==> src/rtl/plink_pkg.sv <==
package plink_pkg;

    localparam int CMD_BITS   = 6;
    localparam int WORD_BITS  = 14;
    localparam int DMEM_BITS  = 8;
    localparam int FRAME_CLKS = WORD_BITS + 2;
    localparam int KIND_BITS  = 4;

    typedef enum logic [KIND_BITS-1:0] {
        K_NONE  = 4'd0,
        K_LDCFG = 4'd1,
        K_LDPRG = 4'd2,
        K_LDDAT = 4'd3,
        K_RDPRG = 4'd4,
        K_RDDAT = 4'd5,
        K_INC   = 4'd6,
        K_BEGI  = 4'd7,
        K_BEGE  = 4'd8,
        K_ENDP  = 4'd9,
        K_ERPRG = 4'd10,
        K_ERDAT = 4'd11,
        K_ERROW = 4'd12
    } cmd_kind_e;

    typedef enum logic {
        PH_CMD  = 1'b0,
        PH_DATA = 1'b1
    } phase_e;

    // one system-cycle view of the synchronised pins
    typedef struct packed {
        logic rise;
        logic fall;
        logic dat;
    } pin_ev_t;

    function automatic cmd_kind_e decode_cmd(input logic [CMD_BITS-1:0] c);
        cmd_kind_e k;
        casez (c)
            6'b??0000: k = K_LDCFG;
            6'b??0010: k = K_LDPRG;
            6'b??0011: k = K_LDDAT;
            6'b??0100: k = K_RDPRG;
            6'b??0101: k = K_RDDAT;
            6'b??0110: k = K_INC;
            6'b?01000: k = K_BEGI;
            6'b?11000: k = K_BEGE;
            6'b?01010: k = K_ENDP;
            6'b??1001: k = K_ERPRG;
            6'b??1011: k = K_ERDAT;
            6'b?10001: k = K_ERROW;
            default:   k = K_NONE;
        endcase
        return k;
    endfunction

    function automatic logic is_load(input cmd_kind_e k);
        return (k == K_LDCFG) || (k == K_LDPRG) || (k == K_LDDAT);
    endfunction

    function automatic logic is_read(input cmd_kind_e k);
        return (k == K_RDPRG) || (k == K_RDDAT);
    endfunction

    function automatic logic has_frame(input cmd_kind_e k);
        return is_load(k) || is_read(k);
    endfunction

endpackage

==> src/rtl/plink_sync.sv <==
module plink_sync
    import plink_pkg::*;
#(
    parameter int STAGES = 2
) (
    input  logic    clk,
    input  logic    rst,
    input  logic    sclk_i,
    input  logic    sdat_i,
    output pin_ev_t ev
);
    localparam int TOP = STAGES - 1;

    logic [STAGES-1:0] ck_ff;
    logic [STAGES-1:0] dt_ff;
    logic              ck_last;

    generate
        if (STAGES == 1) begin : g_one
            always_ff @(posedge clk) begin
                if (rst) begin
                    ck_ff <= '0;
                    dt_ff <= '0;
                end else begin
                    ck_ff <= sclk_i;
                    dt_ff <= sdat_i;
                end
            end
        end else begin : g_chain
            always_ff @(posedge clk) begin
                if (rst) begin
                    ck_ff <= '0;
                    dt_ff <= '0;
                end else begin
                    ck_ff <= {ck_ff[STAGES-2:0], sclk_i};
                    dt_ff <= {dt_ff[STAGES-2:0], sdat_i};
                end
            end
        end
    endgenerate

    always_ff @(posedge clk) begin
        if (rst) ck_last <= 1'b0;
        else     ck_last <= ck_ff[TOP];
    end

    always_comb begin
        ev.rise = ck_ff[TOP] & ~ck_last;
        ev.fall = ~ck_ff[TOP] & ck_last;
        ev.dat  = dt_ff[TOP];
    end
endmodule

==> src/rtl/plink_idle.sv <==
module plink_idle #(
    parameter int LIMIT = 4096
) (
    input  logic clk,
    input  logic rst,
    input  logic busy,
    input  logic pin_edge,
    output logic abort
);
    generate
        if (LIMIT == 0) begin : g_off
            assign abort = 1'b0;
        end else begin : g_on
            localparam int IW = $clog2(LIMIT + 1);
            localparam logic [IW-1:0] LAST = IW'(LIMIT - 1);
            logic [IW-1:0] idle_cnt;

            always_ff @(posedge clk) begin
                if (rst || !busy || pin_edge) idle_cnt <= '0;
                else if (idle_cnt != LAST)    idle_cnt <= idle_cnt + 1'b1;
            end

            assign abort = busy && !pin_edge && (idle_cnt == LAST);
        end
    endgenerate
endmodule

==> src/rtl/plink_frame.sv <==
module plink_frame
    import plink_pkg::*;
(
    input  logic                 clk,
    input  logic                 rst,
    input  logic                 link_en,
    input  logic                 abort,
    input  pin_ev_t              ev,
    input  logic                 prot_prog,
    input  logic                 prot_data,
    input  logic [WORD_BITS-1:0] rd_word,
    output logic                 busy,
    output logic                 cmd_stb,
    output cmd_kind_e            cmd_kind,
    output logic [WORD_BITS-1:0] ld_word,
    output logic                 sdat,
    output logic                 sdat_oe
);
    localparam int CW = $clog2(FRAME_CLKS);
    localparam logic [CW-1:0] CMD_LAST = CW'(CMD_BITS - 1);
    localparam logic [CW-1:0] FRM_LAST = CW'(FRAME_CLKS - 1);
    localparam logic [CW-1:0] FIRST_D  = CW'(1);
    localparam logic [CW-1:0] LAST_D   = CW'(WORD_BITS);
    localparam int PAD = WORD_BITS - DMEM_BITS;

    phase_e                phase;
    logic [CW-1:0]         cnt;
    logic [CMD_BITS-1:0]   cmd_sh;
    logic [CMD_BITS-1:0]   cmd_next;
    cmd_kind_e             dec_kind;
    cmd_kind_e             cur_kind;
    logic [WORD_BITS-1:0]  ld_sh;
    logic [WORD_BITS-1:0]  out_sh;
    logic [WORD_BITS-1:0]  rd_masked;
    logic [WORD_BITS-1:0]  ld_final;

    always_comb begin
        cmd_next = {ev.dat, cmd_sh[CMD_BITS-1:1]};
        dec_kind = decode_cmd(cmd_next);
        busy     = (phase == PH_DATA) || (cnt != '0);
    end

    always_comb begin
        if (cur_kind == K_RDDAT)
            rd_masked = prot_data ? '0 : {{PAD{1'b0}}, rd_word[DMEM_BITS-1:0]};
        else
            rd_masked = prot_prog ? '0 : rd_word;
        if (cur_kind == K_LDDAT)
            ld_final = {{PAD{1'b0}}, ld_sh[DMEM_BITS-1:0]};
        else
            ld_final = ld_sh;
    end

    always_ff @(posedge clk) begin
        if (rst || !link_en || abort) begin
            phase    <= PH_CMD;
            cnt      <= '0;
            cmd_sh   <= '0;
            cur_kind <= K_NONE;
            cmd_stb  <= 1'b0;
            sdat_oe  <= 1'b0;
            if (rst) begin
                cmd_kind <= K_NONE;
                ld_word  <= '0;
                ld_sh    <= '0;
                out_sh   <= '0;
            end
        end else begin
            cmd_stb <= 1'b0;
            if (ev.fall) begin
                if (phase == PH_CMD) begin
                    cmd_sh <= cmd_next;
                    if (cnt == CMD_LAST) begin
                        cnt      <= '0;
                        cur_kind <= dec_kind;
                        if (has_frame(dec_kind)) phase <= PH_DATA;
                        if (dec_kind != K_NONE && !is_load(dec_kind)) begin
                            cmd_stb  <= 1'b1;
                            cmd_kind <= dec_kind;
                        end
                    end else begin
                        cnt <= cnt + 1'b1;
                    end
                end else begin
                    if (cnt >= FIRST_D && cnt <= LAST_D)
                        ld_sh <= {ev.dat, ld_sh[WORD_BITS-1:1]};
                    if (cnt == FRM_LAST) begin
                        cnt   <= '0;
                        phase <= PH_CMD;
                        if (is_load(cur_kind)) begin
                            cmd_stb  <= 1'b1;
                            cmd_kind <= cur_kind;
                            ld_word  <= ld_final;
                        end
                    end else begin
                        cnt <= cnt + 1'b1;
                    end
                end
            end
            if (ev.rise && phase == PH_DATA && is_read(cur_kind)) begin
                if (cnt == FIRST_D) begin
                    out_sh  <= rd_masked;
                    sdat_oe <= 1'b1;
                end else if (cnt == FRM_LAST) begin
                    sdat_oe <= 1'b0;
                end else if (cnt > FIRST_D) begin
                    out_sh <= out_sh >> 1;
                end
            end
        end
    end

    assign sdat = sdat_oe & out_sh[0];
endmodule

==> src/rtl/sprog_target.sv <==
module sprog_target
    import plink_pkg::*;
#(
    parameter int SYNC_STAGES = 2,
    parameter int IDLE_LIMIT  = 4096
) (
    input  logic                 clk,
    input  logic                 rst,
    input  logic                 link_en_i,
    input  logic                 sclk_i,
    input  logic                 sdat_i,
    output logic                 sdat_o,
    output logic                 sdat_oe_o,
    input  logic                 prot_prog_i,
    input  logic                 prot_data_i,
    input  logic [WORD_BITS-1:0] rd_word_i,
    output logic                 cmd_stb_o,
    output logic [KIND_BITS-1:0] cmd_kind_o,
    output logic [WORD_BITS-1:0] ld_word_o
);
    pin_ev_t   ev;
    logic      busy;
    logic      abort;
    cmd_kind_e kind;

    plink_sync #(.STAGES(SYNC_STAGES)) u_sync (
        .clk    (clk),
        .rst    (rst),
        .sclk_i (sclk_i),
        .sdat_i (sdat_i),
        .ev     (ev)
    );

    plink_idle #(.LIMIT(IDLE_LIMIT)) u_idle (
        .clk      (clk),
        .rst      (rst),
        .busy     (busy),
        .pin_edge (ev.rise | ev.fall),
        .abort    (abort)
    );

    plink_frame u_frame (
        .clk       (clk),
        .rst       (rst),
        .link_en   (link_en_i),
        .abort     (abort),
        .ev        (ev),
        .prot_prog (prot_prog_i),
        .prot_data (prot_data_i),
        .rd_word   (rd_word_i),
        .busy      (busy),
        .cmd_stb   (cmd_stb_o),
        .cmd_kind  (kind),
        .ld_word   (ld_word_o),
        .sdat      (sdat_o),
        .sdat_oe   (sdat_oe_o)
    );

    assign cmd_kind_o = kind;
endmodule

==> config.mk <==
export PLATFORM = sky130hd
export DESIGN_NAME = sprog_target
export DESIGN_NICKNAME = d
export VERILOG_FILES = /design/src/rtl/plink_pkg.sv /design/src/rtl/plink_sync.sv /design/src/rtl/plink_idle.sv /design/src/rtl/plink_frame.sv /design/src/rtl/sprog_target.sv
export SDC_FILE = /design/constraint.sdc
export NUM_CORES = 1
export LEC_CHECK = 0
export BUFFER_PORTS_ARGS = -buffer_cell sky130_fd_sc_hd__buf_2
export CORE_ASPECT_RATIO = 2
export CORE_MARGIN = 5
export CORE_UTILIZATION = 55
export CTS_CLUSTER_SIZE = 8
export DETAILED_ROUTE_END_ITERATION = 10
export PLACE_DENSITY = 0.88
export SLEW_MARGIN = 20
export SYNTH_ARGS = -nofsm -noshare
export SYNTH_HDL_FRONTEND = slang
export SYNTH_SLANG_ARGS = --single-unit
==> constraint.sdc <==
create_clock -name clk -period 3.79 [get_ports clk]
set_input_delay 0.379 -clock clk [delete_from_list [all_inputs] [get_ports clk]]
set_output_delay 0.379 -clock clk [all_outputs]
set_load 0.02 [all_outputs]
==> After elaboration in Yosys (flattened, before gate mapping) <==
Index checks and enable logic that the tools add are counted.
{ "totals": {"register_bits": 81, "elab_cells": 142, "in_bits": 21} }
{ "classes": {"bitwise": 8, "n_reduce_logical": 43, "eq_ne": 30, "mux": 42, "n_lt_le_gt_ge": 3, "add_sub_neg": 2} }
{ "op_table": {"columns": ["operator", "count"], "rows": [
  ["14-bit 2-to-1 mux", 18],
  ["4-bit one-hot mux with 12 select lines", 1],
  ["4-bit 2-to-1 mux", 11],
  ["4-bit by 3-bit == test with 1-bit output (second input constant)", 8],
  ["4-bit by 2-bit == test with 1-bit output (second input constant)", 6],
  ["2-bit nonzero test", 7],
  ["13-bit by 1-bit adder with 13-bit output (second input constant)", 1],
  ["13-bit by 12-bit == test with 1-bit output (second input constant)", 1],
  ["13-bit by 12-bit inequality test with 1-bit output (second input constant)", 1],
  ["4-bit by 1-bit == test with 1-bit output (second input constant)", 3],
  ["4-bit == test (second input constant)", 3],
  ["1-bit logical OR", 12],
  ["1-bit 2-to-1 mux", 11],
  ["5-bit by 4-bit == test with 1-bit output (second input constant)", 2],
  ["5-bit == test (second input constant)", 2],
  ["3-bit nonzero test", 3],
  ["8-bit 2-to-1 mux", 1],
  ["4-bit AND reduction", 2],
  ["4-bit nonzero test", 2],
  ["1-bit logical AND", 6],
  ["3-bit inequality test (second input constant)", 2],
  ["6-bit AND reduction", 1],
  ["5-bit AND reduction", 1],
  ["4-bit by 1-bit adder with 4-bit output (second input constant)", 1],
  ["13 further kinds", 22]
]} }

==> Logic depth before layout (Yosys ltp) <==
{ "logic_depth": {"word_depth": 12, "mapped_depth": 9, "depth_no_buf": 6} }

==> By module <==
From an unflattened synthesis, not the netlist that was laid out.
{ "unflattened": {"cells_unflattened": 324, "area_unflattened_um2": 3687.3} }
{ "by_module_without_submodules": {"columns": ["mod", "area_each_um2", "cells_per_inst", "instances"], "rows": [
  ["plink_frame", 2831.5, 237, 1],
  ["plink_idle", 698.2, 73, 1],
  ["plink_sync", 151.4, 13, 1],
  ["sprog_target", 6.3, 1, 1]
]} }

==> Worst setup path before layout <==
OpenSTA, ideal clock, no wires.
{ "synth_timing": {"kind": "register to register", "startpoint": "reg u_frame.cnt[0]", "endpoint": "reg u_frame.ld_word[0] (enable)", "arrival_ps": 2514, "setup_time_ps": 404, "slack_ps": 872, "path_stages_with_launch": 7, "path_cell_list": "dfxtp_1 inv_1 ha_1 or3b_2 o21ai_2 o21ai_4 o21ai_0"} }
{ "synth_via": {"elab_chain_cells": 7} }
{ "synth_lines": {"columns": ["item", "line_no", "rtl"], "rows": [
  ["from (decl)", "plink_frame.sv:27", "logic [CW-1:0] cnt;"],
  ["from (signal assigned)", "plink_frame.sv:82", "cnt <= cnt + 1'b1;"],
  ["from (signal assigned)", "plink_frame.sv:96", "cnt <= cnt + 1'b1;"],
  ["4-bit nonzero test", "plink_frame.sv:40", "busy = (phase == PH_DATA) || (cnt != '0);"],
  ["1-bit logical OR", "plink_frame.sv:40", null],
  ["1-bit logical AND (2 in a row)", "plink_idle.sv:23", "assign abort = busy && !pin_edge && (idle_cnt == LAST);"],
  ["1-bit logical OR", "plink_frame.sv:55", "if (rst || !link_en || abort) begin"],
  ["2-bit inequality test (no line) or 2-bit nonzero test (tied branches)", null, null],
  ["5-bit AND reduction (no line) (*)", null, null],
  ["to (signal assigned)", "plink_frame.sv:93", "ld_word <= ld_final;"],
  ["to (decl)", "plink_frame.sv:15", "output logic [WORD_BITS-1:0] ld_word,"]
]} }
Every way passes the cells marked *; elsewhere a longest branch is shown, timed or not.
A chain may end at the register's enable or synchronous reset.

==> Worst setup path after layout <==
{ "layout_timing": {"startpoint": "reg u_idle.g_on.idle_cnt[0]", "endpoint": "reg u_frame.cmd_sh[3]"} }
{ "layout_via": {"elab_chain_cells": 3} }
{ "layout_lines": {"columns": ["item", "line_no", "rtl"], "rows": [
  ["from (decl)", "plink_idle.sv:16", "logic [IW-1:0] idle_cnt;"],
  ["from (signal assigned)", "plink_idle.sv:20", "else if (idle_cnt != LAST) idle_cnt <= idle_cnt + 1'b1;"],
  ["13-bit by 12-bit == test with 1-bit output", "plink_idle.sv:23", null],
  ["1-bit logical AND", "plink_idle.sv:23", null],
  ["1-bit logical OR", "plink_frame.sv:55", null],
  ["to (signal assigned)", "plink_frame.sv:72", "cmd_sh <= cmd_next;"],
  ["to (decl)", "plink_frame.sv:28", "logic [CMD_BITS-1:0] cmd_sh;"]
]} }
Every way passes these cells.

==> summary.txt <==
STA
  • RSZ-0062 raised after global routing: no
  • Final Skew: slightly below 0.009 ns
  • Pins over their slew limit: 0
  • Worst slew pin tran: 0.936 ns
  • Final Setup Violations: 0
  • TNS Setup: 0 ns
  • Minimum clock period: approximately 2.7 ns
  • Period utilization: 71.5%
  • Fmax: between 300 and 400 MHz
  • Count of final hold-check violations: 0
  • Final WS setup: roughly 1.1 ns
  • Slew HR: 37.3%

Clock tree
  • CTS max path bufs: 2
  • Hold-fix buffers, CTS: 0
  • Post-CTS Setup Bufs: 0
  • Clk_lat worst skew: 0.34 ns
  • Clock root cell: clkbuf_16
  • CTS H-Tree Depth: 3
  • Clk sinks: 80
  • Clock transition at path regs: around 0.060 ns
  • Num CTS Buffers: 9
  • CTS tree: done
  • PostCTS Resize Cnt: 0

Power
  • VDD IR max: 396 uV
  • Power Density: roughly 450 nW/um^2
  • Sw Ratio: between 20% and 30%
  • P_int: 0.00150 W
  • Tot Pwr: about 0.0019 W
  • Leak pwr: approximately 1.6 nW
  • Part of the power in registers: between 40 and 50%
  • Gate power share: 4.5%
  • Clock share of power: between 40 and 50%
  • Psw: between 0.0004 and 0.0005 W

Status
  • Outcome: finished, final reports clean

Layout
  • Most frequent cells in the layout: 46 x edfxtp_1, 44 x nor2_1, 41 x buf_2
  • Fin cells: 484
  • Layout Nets: 419
  • # diodes: 0
  • Multi-input logic area: ~1500 sq um
  • Sequential cell area: 2060 sq um
  • Leading cell type in the layout, fill and taps excluded: edfxtp_1
  • Utilization after layout: between 60 and 70%
  • Number of fill cells: roughly 530
  • Layout area overhead: 14.9%
  • Fraction of layout cells with a size suffix above 1: between 20 and 25%

Setup path
  • R2R Setup Slk: 1.08 ns
  • Worst-case reg-to-reg path depth: 6
  • CP required: approximately 4 ns
  • Arrival time worst endpoint: 2.94 ns
  • Worst reg2reg path endpoint: u_frame.cmd_sh[3]
  • Worst setup path endpoint: u_frame.cmd_sh[3]
  • Crit. End Element: flip-flop
  • Crit-path max FO: 30
  • Worst Setup Start Kind: flip-flop
  • CP Class: flip-flop to flip-flop
  • Reg2reg start: u_idle.g_on.idle_cnt[0]
  • Setup crit start: u_idle.g_on.idle_cnt[0]

Yosys
  • Cell Area, Synth: 3710 sq um
  • Multiplexer share of the synthesized area: 1.65%
  • Syn_nets: ~380
  • Post-Synth Adder-Cell Area: roughly 2.4%
  • Post-synth ARST share: 0%
  • Seq cells post-synth: 80
  • Post-synth EDFFs: between 40 and 50
  • Syn. warnings: 0
  • Fraction of the mapped netlist area in compound gates: 15.0%
  • Distinct cells, synth: between 50 and 60
  • Main synth FF type: edfxtp_1
  • Synth Area in Simple Gates: between 20% and 30%
  • Mapped Cells: 354
  • Sequential fraction of the synthesis area: between 50% and 60%
  • Largest family of logic cells by synthesized area: simple AND/OR/NAND/NOR gates
  • Avg Synthesized Cell Area: 10.5 sq um
  • XOR/XNOR Fraction of Synth Area: less than 1%

Min path
  • Hold Crit Depth: 2
  • Min-delay worst type: input port to flip-flop

Drt
  • Drt pass-1 iters: 4
  • Vias per Instance: about 5.8
  • Total Wirelength: around 7300 microns
  • Routed wire per std cell: 15.1 microns
  • ANT nets after route: 0
  • Iteration-0 DRC Markers: 181
  • Vias: roughly 2,800
  • DRC Markers: 0

Floorplanning
  • Initial core utilization: between 50% and 60%
  • Row count: 42
  • Die Wd: around 70 microns
  • Die area: roughly 8600 sq um
  • Floorplan core area: 6620 sq um
  • Ports: between 40 and 50
  • Chip height: 126 microns

Global route
  • First-pass GRT wire length: roughly 12,000 microns
  • Initial antenna violation count: 0
  • GRT Util Overall: between 15 and 20%
  • Pin count of the biggest net entering global routing: 31
  • GR Overflow Total: 0
  • Vias in the first global route: between 2,000 and 3,000

Placed design
  • # port buffers: a little over 40
  • Dpl cells: ~470
  • Pre-CTS setup slack: between 0.9 and 1 ns
  • RePlAce Congestion: 0.934
  • HPWL after DPL: 5170 microns

Run
  • Max Cap Viol: 0
[synth_stat cells (3+ instances only)]
master    number  share of area, %
a21oi_1       19               2.6
ha_1           7               2.4
buf_2          4              0.54
nor3_1         4              0.54
a31oi_1        3              0.51
dfxtp_1       34                18
nor2_1        44               4.4
o21ai_0       15               2.0
and3_1        12               2.0
and2_1         4              0.67
buf_6          4               1.2
a211oi_1       4              0.81
a22oi_1        5               1.0
or3_1          4              0.67
nand4_1        3              0.51
nor2b_1       10               1.7
inv_1         13               1.3
nor3b_1        3              0.61
a21oi_2        8               1.9
clkbuf_1      10               1.0
nand2_1       28               2.8
edfxtp_1      46                37
nand3_1       16               2.2
mux2i_1        5               1.3
nand2b_1       4              0.67
[stage by stage]
| stage | area, sq um | hold WS (ns) |
|---|---|---|
| after CTS | 4260 | 0.231 |
| after global routing | 4270 | 0.234 |
| after floorplan | 3710 | 0.414 |
| after global placement | 3950 | 0.419 |
| final | 4270 | 0.243 |
| after detailed placement | 3950 | 0.431 |
[layout make-up]
cell class,count,area share [%]
Clock buffer,9,5.28
Clock inverter,7,2.02
Inverter,13,1.14
Multi-Input combinational cell,242,35.2
Sequential cell,80,48.3
Tap cell,88,2.58
Timing Repair Buffer,45,5.51
[per-layer routing]
layer	routed length [microns]	global-route usage (%)	up-vias
met4	150	10.7	0
met3	357	5.79	13
met5	0	0	-
li1	-	-	1365
met1	2800	19.4	1338
met2	4010	30.8	92
[worst min-delay path by stage]
stage                          from               to
floorplan           u_sync.ck_ff[0]  u_sync.ck_ff[1]
global placement    u_sync.dt_ff[0]  u_sync.dt_ff[1]
detailed placement  u_sync.dt_ff[0]  u_sync.dt_ff[1]
CTS                          sclk_i  u_sync.ck_ff[0]
global route                 sclk_i  u_sync.ck_ff[0]
finish                       sclk_i  u_sync.ck_ff[0]
[cells by family after synthesis]
| family | Yosys count |
|---|---|
| AO/OA/AOI/OAI | 77 |
| XOR/XNOR | 2 |
| adder cells (fa/ha/maj) | 7 |
| buffers and inverters | 32 |
| flip-flops | 80 |
| multiplexers | 6 |
| AND/OR/NAND/NOR | 150 |
[flip-flops by register name, indices dropped and copies added, names as in the netlist, 2 cells and up]
register and count:
u_frame.ld_sh 14, u_frame.ld_word 14, u_frame.out_sh 14, u_idle.g_on.idle_cnt 13, u_frame.cmd_sh 5, u_frame.cmd_kind 4, u_frame.cnt 4, u_frame.cur_kind 4
u_sync.ck_ff 2, u_sync.dt_ff 2
[power by group through the flow]
| stage | Clock (W) | Combinational (W) | Sequential (W) |
|---|---|---|---|
| 2_1_floorplan | 0 | 0.0000443 | 0.000983 |
| 3_3_place_gp | 0 | 0.0000841 | 0.000970 |
| 3_5_place_dp | 0 | 0.0000863 | 0.000972 |
| 4_1_cts | 0.000904 | 0.0000868 | 0.000953 |
| 5_1_grt | 0.000953 | 0.0000952 | 0.000954 |
| 6_report | 0.000893 | 0.0000865 | 0.000952 |
[worst max-delay path, stage by stage, from the launching register on]
cell and delay, ns:
dfxtp_1 0.39, ha_1 0.21, nand3_1 0.16, or4_1 0.71
o21ai_4 0.81, buf_4 0.26, nor2_1 0.05
Power figures use the tool's default switching activity.
